File: src/rtl/sac_pkg.sv
package sac_pkg;
  localparam int REG_W    = 32;
  localparam int ADDR_W   = 8;
  localparam int LGTH_W   = 7;
  localparam int LGTH_LSB = 8;
  localparam int NUM_WM   = 4;
  localparam int WMI_W    = $clog2(NUM_WM);

  typedef enum logic [2:0] {
    SEL_NONE,
    SEL_CTRL,
    SEL_SEC,
    SEL_PRIV,
    SEL_WM
  } reg_sel_e;

  // Address decode: word-aligned only; 0x00 ctrl, 0x10 sec, 0x20 priv, 0x30..0x3C watermarks
  function automatic reg_sel_e decode(input logic [ADDR_W-1:0] a);
    reg_sel_e s;
    s = SEL_NONE;
    if (a[1:0] == 2'b00) begin
      case (a[7:4])
        4'h0: if (a[3:2] == 2'b00) s = SEL_CTRL;
        4'h1: if (a[3:2] == 2'b00) s = SEL_SEC;
        4'h2: if (a[3:2] == 2'b00) s = SEL_PRIV;
        4'h3: s = SEL_WM;
        default: s = SEL_NONE;
      endcase
    end
    return s;
  endfunction

  // Place a granule count into its register field
  function automatic logic [REG_W-1:0] wm_word(input logic [LGTH_W-1:0] len);
    logic [REG_W-1:0] w;
    w = '0;
    w[LGTH_LSB +: LGTH_W] = len;
    return w;
  endfunction

  // Extract a granule count from a bus word
  function automatic logic [LGTH_W-1:0] wm_field(input logic [REG_W-1:0] w);
    return w[LGTH_LSB +: LGTH_W];
  endfunction
endpackage

File: src/rtl/sac_bitcfg_reg.sv
module sac_bitcfg_reg #(
  parameter int             W    = 32,
  parameter logic [W-1:0]   MASK = '1
) (
  input  logic         clk,
  input  logic         rst_n,
  input  logic         we,
  input  logic [W-1:0] d,
  output logic [W-1:0] q
);
  always_ff @(posedge clk or negedge rst_n) begin
    if (!rst_n)  q <= '0;
    else if (we) q <= d & MASK;
  end
endmodule

File: src/rtl/sac_wm_bank.sv
module sac_wm_bank #(
  parameter int N  = 4,
  parameter int LW = 7
) (
  input  logic            clk,
  input  logic            rst_n,
  input  logic [N-1:0]    we,
  input  logic [LW-1:0]   d,
  output logic [N*LW-1:0] q
);
  for (genvar i = 0; i < N; i++) begin : g_wm
    always_ff @(posedge clk or negedge rst_n) begin
      if (!rst_n)     q[i*LW +: LW] <= '0;
      else if (we[i]) q[i*LW +: LW] <= d;
    end
  end
endmodule

File: src/rtl/sac_lock.sv
module sac_lock (
  input  logic clk,
  input  logic rst_n,
  input  logic set,
  output logic q
);
  always_ff @(posedge clk or negedge rst_n) begin
    if (!rst_n)   q <= 1'b0;
    else if (set) q <= 1'b1;
  end
endmodule

File: src/rtl/sec_attr_ctrl.sv
module sec_attr_ctrl
  import sac_pkg::*;
#(
  parameter logic [REG_W-1:0] IMPL_MASK        = 32'h0000_0FB7,
  parameter int               STRAP_POS        = 2,
  parameter int               FLASH_GRAN_SHIFT = 11,
  parameter int               SRAM_GRAN_SHIFT  = 10,
  localparam int              WMB_W = LGTH_W +
      ((FLASH_GRAN_SHIFT > SRAM_GRAN_SHIFT) ? FLASH_GRAN_SHIFT : SRAM_GRAN_SHIFT)
) (
  input  logic              clk,
  input  logic              rst_n,
  input  logic              bus_sel,
  input  logic              bus_wr,
  input  logic [ADDR_W-1:0] bus_addr,
  input  logic [REG_W-1:0]  bus_wdata,
  input  logic              bus_sec,
  input  logic              bus_priv,
  output logic [REG_W-1:0]  bus_rdata,
  input  logic              strap_in,
  output logic [REG_W-1:0]  periph_sec_o,
  output logic [REG_W-1:0]  periph_priv_o,
  output logic [WMB_W-1:0]  wm_flash_unpriv_o,
  output logic [WMB_W-1:0]  wm_flash_unpriv_wr_o,
  output logic [WMB_W-1:0]  wm_sram1_o,
  output logic [WMB_W-1:0]  wm_sram2_o,
  output logic              lock_o
);
  localparam logic [REG_W-1:0] STRAP_BIT = REG_W'(1) << STRAP_POS;
  localparam logic [REG_W-1:0] SEC_MASK  = IMPL_MASK & ~STRAP_BIT;
  localparam int WM_SHIFT [NUM_WM] =
      '{FLASH_GRAN_SHIFT, FLASH_GRAN_SHIFT, SRAM_GRAN_SHIFT, SRAM_GRAN_SHIFT};

  // Named internal events for the checker
  reg_sel_e               hit;
  logic [WMI_W-1:0]       wm_idx;
  logic                   wr_req;
  logic                   cfg_wr_ok;
  logic                   sec_we;
  logic                   priv_we;
  logic                   lock_set;
  logic [NUM_WM-1:0]      wm_we;
  logic [REG_W-1:0]       sec_cfg;
  logic [REG_W-1:0]       priv_cfg;
  logic [NUM_WM*LGTH_W-1:0] wm_q;
  logic [WMB_W-1:0]       wm_bytes [NUM_WM];

  assign hit       = decode(bus_addr);
  assign wm_idx    = bus_addr[2 +: WMI_W];
  assign wr_req    = bus_sel & bus_wr & bus_priv;
  assign cfg_wr_ok = wr_req & ~lock_o;
  assign sec_we    = cfg_wr_ok & bus_sec & (hit == SEL_SEC);
  assign priv_we   = cfg_wr_ok & (hit == SEL_PRIV);
  assign lock_set  = wr_req & bus_sec & (hit == SEL_CTRL) & bus_wdata[0];

  always_comb begin
    for (int i = 0; i < NUM_WM; i++)
      wm_we[i] = cfg_wr_ok & (hit == SEL_WM) & (wm_idx == WMI_W'(i));
  end

  sac_bitcfg_reg #(.W(REG_W), .MASK(SEC_MASK)) u_sec_reg (
    .clk(clk), .rst_n(rst_n), .we(sec_we), .d(bus_wdata), .q(sec_cfg)
  );

  sac_bitcfg_reg #(.W(REG_W), .MASK(IMPL_MASK)) u_priv_reg (
    .clk(clk), .rst_n(rst_n), .we(priv_we), .d(bus_wdata), .q(priv_cfg)
  );

  sac_wm_bank #(.N(NUM_WM), .LW(LGTH_W)) u_wm (
    .clk(clk), .rst_n(rst_n), .we(wm_we), .d(wm_field(bus_wdata)), .q(wm_q)
  );

  sac_lock u_lock (
    .clk(clk), .rst_n(rst_n), .set(lock_set), .q(lock_o)
  );

  // Granule counts expanded to byte lengths
  for (genvar i = 0; i < NUM_WM; i++) begin : g_bytes
    assign wm_bytes[i] = WMB_W'(wm_q[i*LGTH_W +: LGTH_W]) << WM_SHIFT[i];
  end

  assign wm_flash_unpriv_o    = wm_bytes[0];
  assign wm_flash_unpriv_wr_o = wm_bytes[1];
  assign wm_sram1_o           = wm_bytes[2];
  assign wm_sram2_o           = wm_bytes[3];

  assign periph_sec_o  = sec_cfg | (strap_in ? STRAP_BIT : '0);
  assign periph_priv_o = priv_cfg;

  always_comb begin
    case (hit)
      SEL_CTRL: bus_rdata = {{(REG_W-1){1'b0}}, lock_o};
      SEL_SEC:  bus_rdata = sec_cfg;
      SEL_PRIV: bus_rdata = priv_cfg;
      SEL_WM:   bus_rdata = wm_word(wm_q[wm_idx*LGTH_W +: LGTH_W]);
      default:  bus_rdata = '0;
    endcase
  end
endmodule

File: config.mk
export PLATFORM = sky130hd
export DESIGN_NAME = sec_attr_ctrl
export DESIGN_NICKNAME = d
export VERILOG_FILES = /design/src/rtl/sac_pkg.sv /design/src/rtl/sac_bitcfg_reg.sv /design/src/rtl/sac_wm_bank.sv /design/src/rtl/sac_lock.sv /design/src/rtl/sec_attr_ctrl.sv
export SDC_FILE = /design/constraint.sdc
export NUM_CORES = 1
export LEC_CHECK = 0
export ABC_AREA = 1
export ABC_CLOCK_PERIOD_IN_PS = 5100
export BUFFER_PORTS_ARGS = -buffer_cell sky130_fd_sc_hd__buf_2
export CAP_MARGIN = 20
export CELL_PAD_IN_SITES_DETAIL_PLACEMENT = 1
export CELL_PAD_IN_SITES_GLOBAL_PLACEMENT = 1
export CORE_UTILIZATION = 32
export CTS_BUF_LIST = sky130_fd_sc_hd__clkbuf_4
export CTS_CLUSTER_SIZE = 40
export DETAILED_ROUTE_END_ITERATION = 12
export MAX_ROUTING_LAYER = met4
export PLACE_DENSITY = 0.92
export SLEW_MARGIN = 20
export SYNTH_ARGS = -nofsm -noshare
export SYNTH_HDL_FRONTEND = slang
export SYNTH_SLANG_ARGS = --single-unit
File: constraint.sdc
create_clock -name clk -period 5.1 [get_ports clk]
set_input_delay 1.275 -clock clk [delete_from_list [all_inputs] [get_ports clk]]
set_output_delay 1.275 -clock clk [all_outputs]
set_load 0.005 [all_outputs]
### Word level (Yosys, flattened, before mapping)

Cells that the tools add are included.

| storage, ports and cells | value |
|---|---|
| register bits after elaboration | 48 |
| logic and storage cells | 45 |
| output and inout port bits | 169 |
| input port bits | 47 |

| operators by class | value |
|---|---|
| equal/unequal tests | 10 |
| multiply operators | 1 |
| bitwise operators | 16 |
| reductions and logical operators | 3 |
| shifts and indexed selects | 1 |
| muxes and demuxes | 7 |

Operator list:

| operator | count |
|---|---|
| case mux 15 bit (4 select lines) | 1 |
| variable part select 28 x 6 -> 7 bit | 1 |
| bitwise AND 1 bit | 14 |
| bitwise OR 12 x 3 -> 12 bit | 1 |
| case mux 3 bit (4 select lines) | 1 |
| == test 4 x 2 -> 1 bit, second input constant | 2 |
| == test 3 x 2 -> 1 bit, second input constant | 2 |
| two-way mux 3 bit | 2 |
| multiplier 2 x 3 -> 5 bit, second input constant | 1 |
| == test 2 bit, second input constant | 2 |
| == test 4 x 1 -> 1 bit, second input constant | 1 |
| zero test 2 bit | 2 |
| zero test 4 bit | 1 |
| two-way mux 2 bit | 2 |
| == test 3 x 1 -> 1 bit, second input constant | 1 |
| == test 3 bit, second input constant | 1 |
| == test 2 x 1 -> 1 bit, second input constant | 1 |
| two-way mux 1 bit | 1 |
| inverter 1 bit | 1 |

### Logic depth before layout (Yosys ltp)

| depth | value |
|---|---|
| depth after elaboration | 7 |
| gate-level depth with buffers | 8 |
| depth with buffers taken out | 7 |

### Modules after synthesis

From an unflattened synthesis, not the netlist that was laid out.

| second synthesis, totals | value |
|---|---|
| cell total of the unflattened synthesis | 500 |
| area total of the unflattened synthesis | 3577.2 µm² |

By module, submodules not included:

| module | sequential area each (µm²) | instances | area each (µm²) | cells each |
|---|---|---|---|---|
| sec_attr_ctrl | 0.0 | 1 | 1400.1 | 249 |
| sac_wm_bank | 700.7 | 1 | 1076.0 | 120 |
| sac_bitcfg_reg (u_priv_reg) | 250.2 | 1 | 546.8 | 65 |
| sac_bitcfg_reg (u_sec_reg) | 225.2 | 1 | 518.0 | 62 |
| sac_lock | 25.0 | 1 | 36.3 | 4 |

### Least setup slack after synthesis

Ideal clock, no wire load.

| timing | value |
|---|---|
| path kind | input port to output port |
| start point | input port bus_addr[2] |
| end point | output port bus_rdata[2] |
| buffers on the path | 2 |
| data required time | 3.825 ns |
| slack | 1.720 ns |
| arrival | 2.105 ns |
| cell stages on the path | 6 |
| cell sequence | buf_6 -> nor2_8 -> nand3_4 -> nor2_8 -> buf_6 -> and3_1 |

| on the way | value |
|---|---|
| cells in the longest elaborated chain, start to end | 6 |
| elaborated cells between the ends (all ways) | 11 |
| classes of those cells | eq/ne (4); mux (6); reduce/logical (1) |

Ends and longest elaborated chain:

| what | line | RTL |
|---|---|---|
| from (decl) | sec_attr_ctrl.sv:15 | `input logic [ADDR_W-1:0] bus_addr,` |
| zero test 2 bit * | sac_pkg.sv:23, sac_pkg.sv:24, sac_pkg.sv:25 |  |
| two-way mux 2 bit (tied with other cells) | sac_pkg.sv:25 | `4'h2: if (a[3:2] == 2'b00) s = SEL_PRIV;` |
| case mux 3 bit (4 select lines) * | sac_pkg.sv:22 | `case (a[7:4])` |
| two-way mux 3 bit * | sac_pkg.sv:21 | `if (a[1:0] == 2'b00) begin` |
| == test 3 bit (tied with other cells) | sec_attr_ctrl.sv:91 | `case (hit)` |
| case mux 15 bit (4 select lines) * | sec_attr_ctrl.sv:91 |  |
| to (decl) | sec_attr_ctrl.sv:19 | `output logic [REG_W-1:0] bus_rdata,` |

Every way passes the cells marked *; elsewhere a longest branch is shown, timed or not.

### Final worst setup path

| timing | value |
|---|---|
| start point | input port bus_addr[2] |
| end point | output port bus_rdata[10] |

| on the way | value |
|---|---|
| cells in the longest elaborated chain, start to end | 6 |
| elaborated cells between the ends (all ways) | 13 |
| classes of those cells | mul (1); eq/ne (4); shift (1); mux (6); reduce/logical (1) |

Ends and longest elaborated chain:

| what | line |
|---|---|
| parallel branches: the longest is 5 deep, another holds multiplier 2 x 3 -> 5 bit | -- |
| case mux 15 bit (4 select lines) * | sec_attr_ctrl.sv:91 |

Every way passes the cells marked *.

==> flow_summary.ini <==
[placement]
port_buffers = 87
hpwl_um = 6720
globalplace.congestion = 0.799
pre_cts_ws_ns = 0.981
place_area_um2 = 3450

[setup_path]
path_class = in2out
cp_num_buf_inv = 2
end_kind = output port
start_kind = primary input
crit_arrival_ns = 2.83
path_max_fanout = 17
slowest_stage = nor2_2
path_cells = buf_2 -> nor2_8 -> nand2_1 -> nor2_2 -> nand3_1 -> nand3_1 -> buf_2
critical-path-max-stage-delay_ns = 0.58
crit_family = simple AND/OR/NAND/NOR gates
crit_required_ns = 3.83

[power_and_ir_drop]
cell_internal_pwr_uw = 451
swShare_pct = 27.9
clkPwrFrac_pct = 28.8
pwr-share-comb_pct = 10.3
p_leak_uw = 0.00213
p_seq_share_pct = 60.9
switching_power_uw = 174
powerDensity_nw_per_um2 = 178
ir_drop_mv = 0.110

[sta]
setup_viol = 0
rsz0062_at_grt = false
hold_violations = 0
min_period_over_period_pct = 80.5
max_clock_freq_ghz = 0.243
slew_violations = 0
slew_headroom_pct = 50.5
finalSetupTns_ns = 0
worst_pin_slew_ns = 0.741
period_minus_slack_ns = 4.11
finalWorstSetupSlack_ns = 0.992
fin_skew_ns = 0.0138

[clock_network]
ctsHoldBuffers = 0
clk_pin_slew_worst_paths_ns = 0.13
clock_latency_ns = 0.36
cts_buffers = 5
cts.sink_count = 48
postCtsSetupBuffers = 0
postCtsResizedCells = 0
h-tree-depth = 2
cts_max_path_buffers = 2
root_buffer = clkbuf_4
cts_tree = built

[yosys]
yosysSeqAreaShare_pct = 35.6
synth_cell_types = 25
syn_inst = 425
synth_area_leaders = dfrtp_1 (36%), buf_4 (24%), nand2_1 (14%)
netlist_area_um2 = 3370
syn_area_per_cell_um2 = 7.94
netlist.area_leader.share_pct = 35.6
ys_seq_elements = 48
synth_top_cell_by_area = dfrtp_1
yosysWarnings = 0

[die]
die_w_um = 105
coreArea_um2 = 10300
fp.dieH_um = 105
start_util_pct = 32.8
die-area_um2 = 11000
io_pins = 216
placement_rows = 37

[global_route]
antenna_found_initial = 0
grt_max_degree = 49
grt_pass1_vias = 2715
gr-total-overflow = 0
grt.total_usage_pct = 16.0
grt_pass1_wl_um = 13600

[run_status]
status = complete, no violations

[cells_and_area]
fin_area_um2 = 3510
syn_to_final_growth_pct = 4.04
finalNetCount = 553
antennaDiodeCount = 0
n_fill_cell = 1372
drive_gt1_share_pct = 23.7

[detailed_routing]
drtIter0Drc = 75
wl_per_cell_um = 13.4
wl_um = 8590
drc = 0
via_per_inst = 4.25
drt-pass1-iter-count = 4
num_vias = 2735
ant_nets = 0

[worst_hold_path]
hold_path.class = reg2reg

[run]
drv_cap = 0
==> tightest hold or removal path, cell delays in order (launching register included) <==
cell,delay [ns]
dfrtp_1,0.38
nand2_1,0.06
nand2_1,0.05
==> power by group through the flow <==
| stage | combinational [µW] | sequential (µW) | clock, µW |
|---|---|---|---|
| after global routing | 74.0 | 381 | 200 |
| after floorplan | 96.1 | 388 | 0 |
| final | 64.1 | 381 | 180 |
| after CTS | 63.3 | 381 | 187 |
| after global placement | 61.2 | 388 | 0 |
| after detailed placement | 63.1 | 388 | 0 |
==> flip-flops by register name, summed over array words and instances (netlist names) <==
name / count
u_sec_reg.q: 9
u_lock.q: 1
u_priv_reg.q: 10
u_wm.q: 28
==> worst paths after layout <==
path | slack [ns] | start | cells after the start | endpoint
worst max register to register | 3.50 | u_lock.q$_DFFE_PN0P_ | 6 | u_priv_reg.q[1]$_DFFE_PN0P_
max in group asynchronous | 3.76 | rst_n | 1 | u_wm.q[12]$_DFFE_PN0P_
worst max-delay path | 0.99 | bus_addr[2] | 7 | bus_rdata[10]
min in group asynchronous | 0.92 | rst_n | 1 | u_sec_reg.q[7]$_DFFE_PN0P_
worst min register to register | 0.51 | u_sec_reg.q[10]$_DFFE_PN0P_ | 2 | u_sec_reg.q[10]$_DFFE_PN0P_
worst min-delay path | 0.51 | u_sec_reg.q[10]$_DFFE_PN0P_ | 2 | u_sec_reg.q[10]$_DFFE_PN0P_
==> final cells by class <==
type,instances,area [µm²],area share (%)
repair buffers,88,445,12.7
multi-input cells,338,1540,44.0
clock buffers,6,45.0,1.28
clock inverters,2,11.3,0.321
inverters,25,93.8,2.67
flip-flops and latches,48,1200,34.2
well taps,136,170,4.85
==> synth_stat cells (all sizes together) <==
cell type,number
nor2,13
dfrtp,48
conb,1
nand2,136
nand3,28
buf,120
o21ai,28
and2,2
nand4,22
and3,1
clkinv,2
a21oi,1
inv,23
==> layout by cell type (no fill, tap or decap) <==
cell type	n
nand4_1	21
nand3_1	24
clkinvlp_4	1
inv_2	2
clkinv_1	3
o21ai_1	25
dfrtp_1	48
nand3_2	1
nand2_2	5
clkbuf_4	6
nor2_8	2
and3_1	1
and2_1	2
buf_2	86
buf_4	2
conb_1	107
nand2_4	1
o21ai_2	3
a21oi_1	1
nor2_1	4
nand3_4	3
nand2_1	130
nor2_2	5
nor2_4	2
nand4_2	1
inv_1	21
==> kinds of logic (layout without fill, tap and decap cells) <==
family / Yosys count / count (layout) / share of synthesized area, %
and+or+nand+nor: 202 / 202 / 29.2
buffers and inverters: 145 / 121 / 30.5
DFF: 48 / 48 / 35.6
AOI/OAI and AO/OA: 29 / 29 / 4.64
other: 1 / 107 / 0.111
==> per-stage QoR <==
stage	hold WS, ns	utilization (%)	std cells	total power, µW
finish	0.507	34.1	643	625
global placement	0.472	33.6	635	449
detailed placement	0.480	33.6	635	451
CTS	0.512	34.1	643	631
global route	0.544	34.1	643	655
floorplan	0.479	-	531	484
==> routing by layer <==
| layer | global-route usage, % | wire, µm | vias up |
|---|---|---|---|
| li1 | - | - | 1293 |
| met1 | 17.6 | 3440 | 1299 |
| met2 | 29.7 | 4470 | 129 |
| met3 | 3.18 | 546 | 14 |
| met4 | 3.52 | 131 | 0 |
| met5 | - | 0 | - |
(Power assumes the default switching activity.)
